**src/rtl/kscan_pkg.sv**
```systemverilog
package kscan_pkg;

    localparam int KS_LINES = 6;
    localparam int KS_SENSE = 5;

    typedef enum logic [1:0] {
        ST_IDLE = 2'd0,
        ST_SCAN = 2'd1,
        ST_WAIT = 2'd2
    } scan_state_e;

    typedef enum logic [1:0] {
        PH_FIRST  = 2'd0,
        PH_SECOND = 2'd1,
        PH_GAP    = 2'd2
    } scan_phase_e;

    typedef struct packed {
        logic        sample;
        logic        decide;
        scan_phase_e phase;
    } scan_strobe_t;

    // Lowest drive lines handed to segment use: bit 0 = first line, bit 1 = second.
    function automatic logic [1:0] taken_lines(input logic [1:0] sel);
        case (sel)
            2'b00:   return 2'b00;
            2'b01:   return 2'b01;
            default: return 2'b11;
        endcase
    endfunction

    // Idle level of a drive line for a given sleep code.
    function automatic logic idle_high(input logic [1:0] code, input int line, input int nlines);
        case (code)
            2'b00:   return 1'b1;
            2'b01:   return line == nlines - 1;
            2'b10:   return line >= nlines - 2;
            default: return line >= 1;
        endcase
    endfunction

endpackage

```
**src/rtl/kscan_timebase.sv**
```systemverilog
module kscan_timebase
    import kscan_pkg::*;
#(
    parameter int NUM_LINES  = KS_LINES,
    parameter int SCAN_TICKS = 384,
    parameter int REQ_TICKS  = 800,
    parameter int RW         = $clog2(NUM_LINES)
) (
    input  logic           clk,
    input  logic           rst,
    input  logic           run_i,
    input  logic           restart_i,
    input  logic           tick_i,
    output scan_strobe_t   strobe_o,
    output logic [RW-1:0]  row_o
);

    localparam int SLOT = SCAN_TICKS / NUM_LINES;
    localparam int SW   = (SLOT > 1) ? $clog2(SLOT) : 1;
    localparam int TW   = $clog2(REQ_TICKS + 1);
    localparam logic [SW-1:0] SLOT_LAST = SW'(SLOT - 1);
    localparam logic [RW-1:0] ROW_LAST  = RW'(NUM_LINES - 1);
    localparam logic [TW-1:0] SESS_LAST = TW'(REQ_TICKS - 1);

    logic [SW-1:0] slot_q;
    logic [RW-1:0] row_q;
    logic [TW-1:0] sess_q;
    scan_phase_e   phase_q;

    always_ff @(posedge clk) begin
        if (rst || restart_i) begin
            slot_q  <= '0;
            row_q   <= '0;
            sess_q  <= '0;
            phase_q <= PH_FIRST;
        end else if (run_i && tick_i) begin
            sess_q <= sess_q + 1'b1;
            if (phase_q != PH_GAP) begin
                if (slot_q == SLOT_LAST) begin
                    slot_q <= '0;
                    if (row_q == ROW_LAST) begin
                        row_q   <= '0;
                        phase_q <= (phase_q == PH_FIRST) ? PH_SECOND : PH_GAP;
                    end else begin
                        row_q <= row_q + 1'b1;
                    end
                end else begin
                    slot_q <= slot_q + 1'b1;
                end
            end
        end
    end

    assign strobe_o.sample = run_i && tick_i && (phase_q != PH_GAP) && (slot_q == SLOT_LAST);
    assign strobe_o.decide = run_i && tick_i && (sess_q == SESS_LAST);
    assign strobe_o.phase  = phase_q;
    assign row_o           = row_q;

    // a decision is only taken after both passes are complete
    assert_decide_after_passes_R5: assert property (@(posedge clk) disable iff (rst)
        strobe_o.decide |-> (phase_q == PH_GAP));

    // the session counter never runs beyond the request delay while scanning
    assert_session_bound_R5: assert property (@(posedge clk) disable iff (rst)
        run_i |-> (sess_q <= SESS_LAST));

    // the row index stays within the drive lines
    assert_row_range_R3: assert property (@(posedge clk) disable iff (rst)
        row_q <= ROW_LAST);

endmodule

```
**src/rtl/kscan_capture.sv**
```systemverilog
module kscan_capture
    import kscan_pkg::*;
#(
    parameter int NUM_LINES = KS_LINES,
    parameter int NUM_SENSE = KS_SENSE,
    parameter int RW        = $clog2(NUM_LINES),
    parameter int KEYS      = NUM_LINES * NUM_SENSE
) (
    input  logic                 clk,
    input  logic                 rst,
    input  logic                 clear_i,
    input  scan_strobe_t         strobe_i,
    input  logic [RW-1:0]        row_i,
    input  logic [NUM_SENSE-1:0] sense_i,
    input  logic [NUM_LINES-1:0] taken_i,
    output logic [KEYS-1:0]      pass_a_o,
    output logic [KEYS-1:0]      pass_b_o
);

    for (genvar g = 0; g < NUM_LINES; g++) begin : g_row
        logic [NUM_SENSE-1:0] a_q;
        logic [NUM_SENSE-1:0] b_q;
        logic [NUM_SENSE-1:0] seen;
        logic                 hit;

        assign seen = taken_i[g] ? '0 : sense_i;
        assign hit  = strobe_i.sample && (row_i == RW'(g));

        always_ff @(posedge clk) begin
            if (rst || clear_i) begin
                a_q <= '0;
                b_q <= '0;
            end else if (hit) begin
                if (strobe_i.phase == PH_FIRST) begin
                    a_q <= seen;
                end else if (strobe_i.phase == PH_SECOND) begin
                    b_q <= seen;
                end
            end
        end

        assign pass_a_o[g*NUM_SENSE +: NUM_SENSE] = a_q;
        assign pass_b_o[g*NUM_SENSE +: NUM_SENSE] = b_q;
    end

endmodule

```
**src/rtl/kscan_drive.sv**
```systemverilog
module kscan_drive
    import kscan_pkg::*;
#(
    parameter int NUM_LINES = KS_LINES,
    parameter int RW        = $clog2(NUM_LINES)
) (
    input  scan_state_e          state_i,
    input  scan_phase_e          phase_i,
    input  logic [RW-1:0]        row_i,
    input  logic [1:0]           sleep_code_i,
    input  logic [NUM_LINES-1:0] taken_i,
    output logic [NUM_LINES-1:0] drive_o
);

    logic [NUM_LINES-1:0] idle_lv;
    logic [NUM_LINES-1:0] pulse_lv;
    logic                 pulsing;

    assign pulsing = (state_i == ST_SCAN) && (phase_i != PH_GAP);

    for (genvar g = 0; g < NUM_LINES; g++) begin : g_line
        assign idle_lv[g]  = idle_high(sleep_code_i, g, NUM_LINES);
        assign pulse_lv[g] = (row_i == RW'(g));
    end

    assign drive_o = (pulsing ? pulse_lv : idle_lv) & ~taken_i;

endmodule

```
**src/rtl/key_matrix_scanner.sv**
```systemverilog
module key_matrix_scanner
    import kscan_pkg::*;
#(
    parameter int NUM_LINES  = KS_LINES,
    parameter int NUM_SENSE  = KS_SENSE,
    parameter int SCAN_TICKS = 384,
    parameter int REQ_TICKS  = 800
) (
    input  logic                           clk,
    input  logic                           rst,
    input  logic                           tick_i,
    input  logic [NUM_SENSE-1:0]           sense_i,
    input  logic [1:0]                     sleep_code_i,
    input  logic [1:0]                     line_sel_i,
    input  logic                           read_done_i,
    output logic [NUM_LINES-1:0]           drive_o,
    output logic [NUM_LINES*NUM_SENSE-1:0] key_data_o,
    output logic                           key_req_o,
    output logic                           osc_wake_o
);

    localparam int KEYS = NUM_LINES * NUM_SENSE;
    localparam int RW   = $clog2(NUM_LINES);

    scan_state_e          state_q;
    logic [KEYS-1:0]      key_q;
    logic [KEYS-1:0]      pass_a;
    logic [KEYS-1:0]      pass_b;
    logic [NUM_LINES-1:0] taken;
    scan_strobe_t         strobe;
    logic [RW-1:0]        row;
    logic                 any_sense;
    logic                 passes_agree;
    logic                 second_seen;
    logic                 restart;

    assign taken        = {{(NUM_LINES-2){1'b0}}, taken_lines(line_sel_i)};
    assign any_sense    = |sense_i;
    assign passes_agree = (pass_a == pass_b);
    assign second_seen  = |pass_b;

    always_comb begin
        case (state_q)
            ST_IDLE: restart = any_sense;
            ST_SCAN: restart = strobe.decide && !passes_agree && second_seen;
            ST_WAIT: restart = read_done_i;
            default: restart = 1'b0;
        endcase
    end

    kscan_timebase #(
        .NUM_LINES (NUM_LINES),
        .SCAN_TICKS(SCAN_TICKS),
        .REQ_TICKS (REQ_TICKS),
        .RW        (RW)
    ) u_timebase (
        .clk      (clk),
        .rst      (rst),
        .run_i    (state_q == ST_SCAN),
        .restart_i(restart),
        .tick_i   (tick_i),
        .strobe_o (strobe),
        .row_o    (row)
    );

    kscan_capture #(
        .NUM_LINES(NUM_LINES),
        .NUM_SENSE(NUM_SENSE),
        .RW       (RW),
        .KEYS     (KEYS)
    ) u_capture (
        .clk     (clk),
        .rst     (rst),
        .clear_i (restart),
        .strobe_i(strobe),
        .row_i   (row),
        .sense_i (sense_i),
        .taken_i (taken),
        .pass_a_o(pass_a),
        .pass_b_o(pass_b)
    );

    kscan_drive #(
        .NUM_LINES(NUM_LINES),
        .RW       (RW)
    ) u_drive (
        .state_i     (state_q),
        .phase_i     (strobe.phase),
        .row_i       (row),
        .sleep_code_i(sleep_code_i),
        .taken_i     (taken),
        .drive_o     (drive_o)
    );

    always_ff @(posedge clk) begin
        if (rst) begin
            state_q <= ST_IDLE;
            key_q   <= '0;
        end else begin
            case (state_q)
                ST_IDLE: begin
                    if (any_sense) state_q <= ST_SCAN;
                end
                ST_SCAN: begin
                    if (strobe.decide) begin
                        if (passes_agree) begin
                            key_q   <= pass_b;
                            state_q <= second_seen ? ST_WAIT : ST_IDLE;
                        end else if (!second_seen) begin
                            state_q <= ST_IDLE;
                        end
                    end
                end
                ST_WAIT: begin
                    if (read_done_i) state_q <= ST_SCAN;
                end
                default: state_q <= ST_IDLE;
            endcase
        end
    end

    assign key_data_o = key_q;
    assign key_req_o  = (state_q == ST_WAIT);
    assign osc_wake_o = (sleep_code_i == 2'b00) || (state_q != ST_IDLE) || any_sense;

    // the cycle after reset shows cleared data and no request
    assert_reset_clears_R1: assert property (@(posedge clk) disable iff (rst)
        $past(rst) |-> (key_data_o == '0 && !key_req_o));

    // inside a pass no two lines are driven at once
    assert_single_line_R3: assert property (@(posedge clk) disable iff (rst)
        (state_q == ST_SCAN && strobe.phase != PH_GAP) |-> $onehot0(drive_o));

    // a pending request always carries at least one key
    assert_req_has_keys_R5: assert property (@(posedge clk) disable iff (rst)
        key_req_o |-> (|key_data_o));

    // key data moves only on a decision edge
    assert_data_moves_on_decide_R5: assert property (@(posedge clk) disable iff (rst)
        (!$past(rst) && !$stable(key_data_o)) |-> $past(strobe.decide));

    // read-done drops the request on the next edge
    assert_read_drops_req_R9: assert property (@(posedge clk) disable iff (rst)
        (key_req_o && read_done_i) |=> !key_req_o);

    // without read-done the request holds
    assert_req_holds_R9: assert property (@(posedge clk) disable iff (rst)
        (key_req_o && !read_done_i) |=> key_req_o);

    // a handed-over first line is never driven
    assert_taken_line_low_R10: assert property (@(posedge clk) disable iff (rst)
        (line_sel_i != 2'b00) |-> !drive_o[0]);

    // a request is only raised after the oscillator was kept awake
    assert_wake_before_req_R11: assert property (@(posedge clk) disable iff (rst)
        $rose(key_req_o) |-> $past(osc_wake_o));

endmodule

```
**config.mk**
```make
export PLATFORM = sky130hd
export DESIGN_NAME = key_matrix_scanner
export DESIGN_NICKNAME = d
export VERILOG_FILES = /design/src/rtl/kscan_pkg.sv /design/src/rtl/kscan_timebase.sv /design/src/rtl/kscan_capture.sv /design/src/rtl/kscan_drive.sv /design/src/rtl/key_matrix_scanner.sv
export SDC_FILE = /design/constraint.sdc
export NUM_CORES = 1
export LEC_CHECK = 0
export BUFFER_PORTS_ARGS = -buffer_cell sky130_fd_sc_hd__buf_2
export CORE_MARGIN = 8
export CORE_UTILIZATION = 25
export CTS_BUF_LIST = sky130_fd_sc_hd__clkbuf_8 sky130_fd_sc_hd__clkbuf_16
export DETAILED_ROUTE_END_ITERATION = 7
export GPL_ROUTABILITY_DRIVEN = 0
export PLACE_DENSITY_LB_ADDON = 0.1
export SETUP_SLACK_MARGIN = 0.3
export SLEW_MARGIN = 10
export SYNTH_ARGS = -nofsm -noshare
export SYNTH_HDL_FRONTEND = slang
export SYNTH_SLANG_ARGS = --single-unit
```
**constraint.sdc**
```tcl
create_clock -name clk -period 3.6 [get_ports clk]
set_clock_uncertainty 0.2 [all_clocks]
set_input_delay 0.54 -clock clk [delete_from_list [all_inputs] [get_ports clk]]
set_output_delay 0.54 -clock clk [all_outputs]
set_load 0.005 [all_outputs]
```
==> impl_metrics.toml <==
[layout]
layout.nets = 637
post-route-cell-area_um2 = 7020
layout.cells.most_common_list = "113 x sky130_fd_sc_hd__dfxtp_1, 85 x sky130_fd_sc_hd__mux2i_1, 76 x sky130_fd_sc_hd__nor3_2, 62 x sky130_fd_sc_hd__nand2b_1, 50 x sky130_fd_sc_hd__buf_2"
antenna-diode-count = 0
area_delta_synth_final_pct = 18.20
layout.cells.most_common = "sky130_fd_sc_hd__dfxtp_1"
final_layout_size_suffix_gt1_frac = 0.2841

[setup_path]
cp-end-kind = "flip-flop"
worstPathMaxFanout = 60
crit-reg2reg-launch = "u_timebase.sess_q[0]"
timing.reg2reg.worst_path_depth = 7
crit_path_start_kind = "flip-flop"
critical_path_required_ns = 3.66
crit_path_end = "u_capture.g_row[5].a_q[0]"
critical_path_class = "flip-flop to flip-flop"
timing.critical_path.from = "u_timebase.sess_q[0]"
cp.arrival_ns = 2.89
crit-reg2reg-capture = "u_capture.g_row[5].a_q[0]"
worst-r2r-setup-slack_ns = 0.77

[cts]
worst_setup_hold_path_clk_slew_ns = 0.05
post-cts-setup-buffers = 0
cts_root_buf = "sky130_fd_sc_hd__clkbuf_16"
clock_tree.buffer_depth = 2
worstSkewPairLatency_ns = 0.42
cts.htree.levels = 4
cts_inserted_buffers = 17
cts_hold_repair.buffers = 0
cts.sink_count = 113
cts.repair.resized = 0
cts_tree = "built"

[sta]
final.setup.worst_slack_ns = 0.7734
setup_viol_count_final = 0
number_of_max_slew_violations_in_the_final_report = 0
achievable-frequency_mhz = 353.8
max_slew.worst_pin.slew_ns = 1.019
report.final.hold_viol_count = 0
grt_setup_unrepaired = "false"
time_the_worst_path_needs_with_i_o_delays_and_setup_ns = 2.827
post-route-period-util = 0.7852
totalNegativeSetupSlack_ns = 0
worst_slew_margin_rel = 0.3209

[floorplan]
floorplan.die_area_um2 = 28950
rows = 56
boundaryPins = 51
floorplan.core_area_um2 = 23400
die_w_um = 170.1
die_height_um = 170.1
initial_utilization = 0.2538

[synthesis]
post_synth_inst_count = 584
synth_cell_type_count = 47
postSynthAreaPerCell_um2 = 10.17
number_of_synthesis_warnings = 0
synth.cell_area_um2 = 5939
synth_flop_cell = "sky130_fd_sc_hd__dfxtp_1"
synth_edf_count = 0
synth.ff_latch_count = 113
async_flop_share = 0
yosysSeqAreaShare = 0.3809
syn-num-nets = 602

[detailed_routing]
drt_iter0_markers = 213
detail_route.drc_violations = 0
detail_route.vias_per_cell = 4.515
sum_of_routed_wire_length_over_all_layers_um = 16620
ant_nets = 0
routed_wire_length_per_instance_um = 17.51
first_pass_iters = 4
vias = 4285

[hold_path]
hold_path_class = "input port to flip-flop"

[power]
power-per-cell-area_nw_per_um2 = 462.3
total_power_uw = 3246
cellLeakagePower_uw = 0.002513
max-vdd-ir-drop_uv = 301.4

[placement]
placement.io_buffers = 50
post-place-ws_ns = 0.7000
dp_hpwl_um = 11660
instance_area_after_placement_um2 = 6390

[global_routing]
pin_count_of_the_biggest_net_entering_global_routing = 82
first_pass_grt_wire_length_um = 26540
gr-total-overflow = 0
grt_antenna_before_repair = 0
via_count_of_the_first_global_routing_pass = 4453
grt_use_total = 0.1206

[outcome]
outcome = "finished, final reports clean"

[job]
maxCapViolCount = 0
[cell families after synthesis]
family	count (synthesis)	share of synthesized area
multiplexers	85	0.1432
flip-flops	113	0.3809
AO/OA/AOI/OAI	30	0.03265
AND/OR/NAND/NOR	265	0.3223
adder cells (fa/ha/maj)	5	0.01053
XOR/XNOR	42	0.06194
buffers and inverters	44	0.04845
[worst max-delay path: stages (launching register included)]
cell	delay [ns]
sky130_fd_sc_hd__dfxtp_1	0.38
sky130_fd_sc_hd__ha_1	0.25
sky130_fd_sc_hd__nand4b_4	0.14
sky130_fd_sc_hd__nor2_1	0.33
sky130_fd_sc_hd__nand2_1	0.16
sky130_fd_sc_hd__a211oi_4	0.26
sky130_fd_sc_hd__buf_4	0.84
sky130_fd_sc_hd__nor3_2	0.09
[metal layers]
layer	GRT usage	vias up	wire length (µm)
met5	0	-	0
met3	0.03105	18	685
met1	0.1583	2071	7982
met2	0.1886	74	7708
li1	-	2122	-
met4	0.04157	0	244
[through the flow]
step	hold WS (ns)	utilization	instances
2_1_floorplan	0.2649	-	584
3_3_place_gp	0.2626	0.2730	919
3_5_place_dp	0.2609	0.2730	919
4_1_cts	0.2493	0.3000	949
5_1_grt	0.2554	0.3000	949
6_report	0.2572	0.3000	949
[registers in the layout, summed over array words and instances (netlist names)]
name / flops
u_capture.g_row.a_q: 30
u_timebase.phase_q: 2
u_timebase.sess_q: 10
u_timebase.slot_q: 6
key_data_o: 30
state_q: 2
u_capture.g_row.b_q: 30
u_timebase.row_o: 3
[Yosys cell counts (3+ instances only)]
master / number / area share
sky130_fd_sc_hd__nor3_1: 15 / 0.013
sky130_fd_sc_hd__nor3_2: 76 / 0.13
sky130_fd_sc_hd__nand2b_1: 62 / 0.065
sky130_fd_sc_hd__clkbuf_1: 14 / 0.0088
sky130_fd_sc_hd__buf_6: 12 / 0.023
sky130_fd_sc_hd__buf_4: 5 / 0.0063
sky130_fd_sc_hd__and2_1: 3 / 0.0032
sky130_fd_sc_hd__xnor2_1: 33 / 0.049
sky130_fd_sc_hd__buf_2: 5 / 0.0042
sky130_fd_sc_hd__nor2_1: 17 / 0.011
sky130_fd_sc_hd__a21oi_1: 15 / 0.013
sky130_fd_sc_hd__xor2_1: 9 / 0.013
sky130_fd_sc_hd__dfxtp_1: 113 / 0.38
sky130_fd_sc_hd__nor4_2: 4 / 0.0084
sky130_fd_sc_hd__nand2_1: 30 / 0.019
sky130_fd_sc_hd__nand3_1: 7 / 0.0059
sky130_fd_sc_hd__nor2b_1: 6 / 0.0063
sky130_fd_sc_hd__nor4_1: 10 / 0.011
sky130_fd_sc_hd__nand4_1: 14 / 0.015
sky130_fd_sc_hd__ha_1: 5 / 0.011
sky130_fd_sc_hd__mux2i_1: 85 / 0.14
sky130_fd_sc_hd__and3_1: 3 / 0.0032
sky130_fd_sc_hd__inv_1: 5 / 0.0032
[worst min-delay path by stage]
stage,start,end,cells past startpoint
3_3_place_gp,key_data_o[10],key_data_o[10],2
5_1_grt,rst,state_q[1],2
3_5_place_dp,key_data_o[19],key_data_o[19],2
2_1_floorplan,key_data_o[10],key_data_o[10],2
4_1_cts,rst,state_q[1],2
6_report,rst,state_q[1],2
[power breakdown]
part,internal (µW),leakage (µW),switching [µW],total [µW]
Combinational,49.8,0.00129,102,152
Clock,1230,0.000317,600,1830
Sequential,1250,0.000910,7.81,1260
Total,2540,0.00251,710,3250
[area by class of cell]
type                       count  area, µm²
inverter                       5      18.77
timing repair buffer          55      300.3
fill                        2527      16380
multi-input combinational    427       3410
tap                          319      399.1
sequential                   113       2262
clock inverter                12      191.4
clock buffer                  18      439.2
Note: power is estimated with default switching activity, not from simulation.
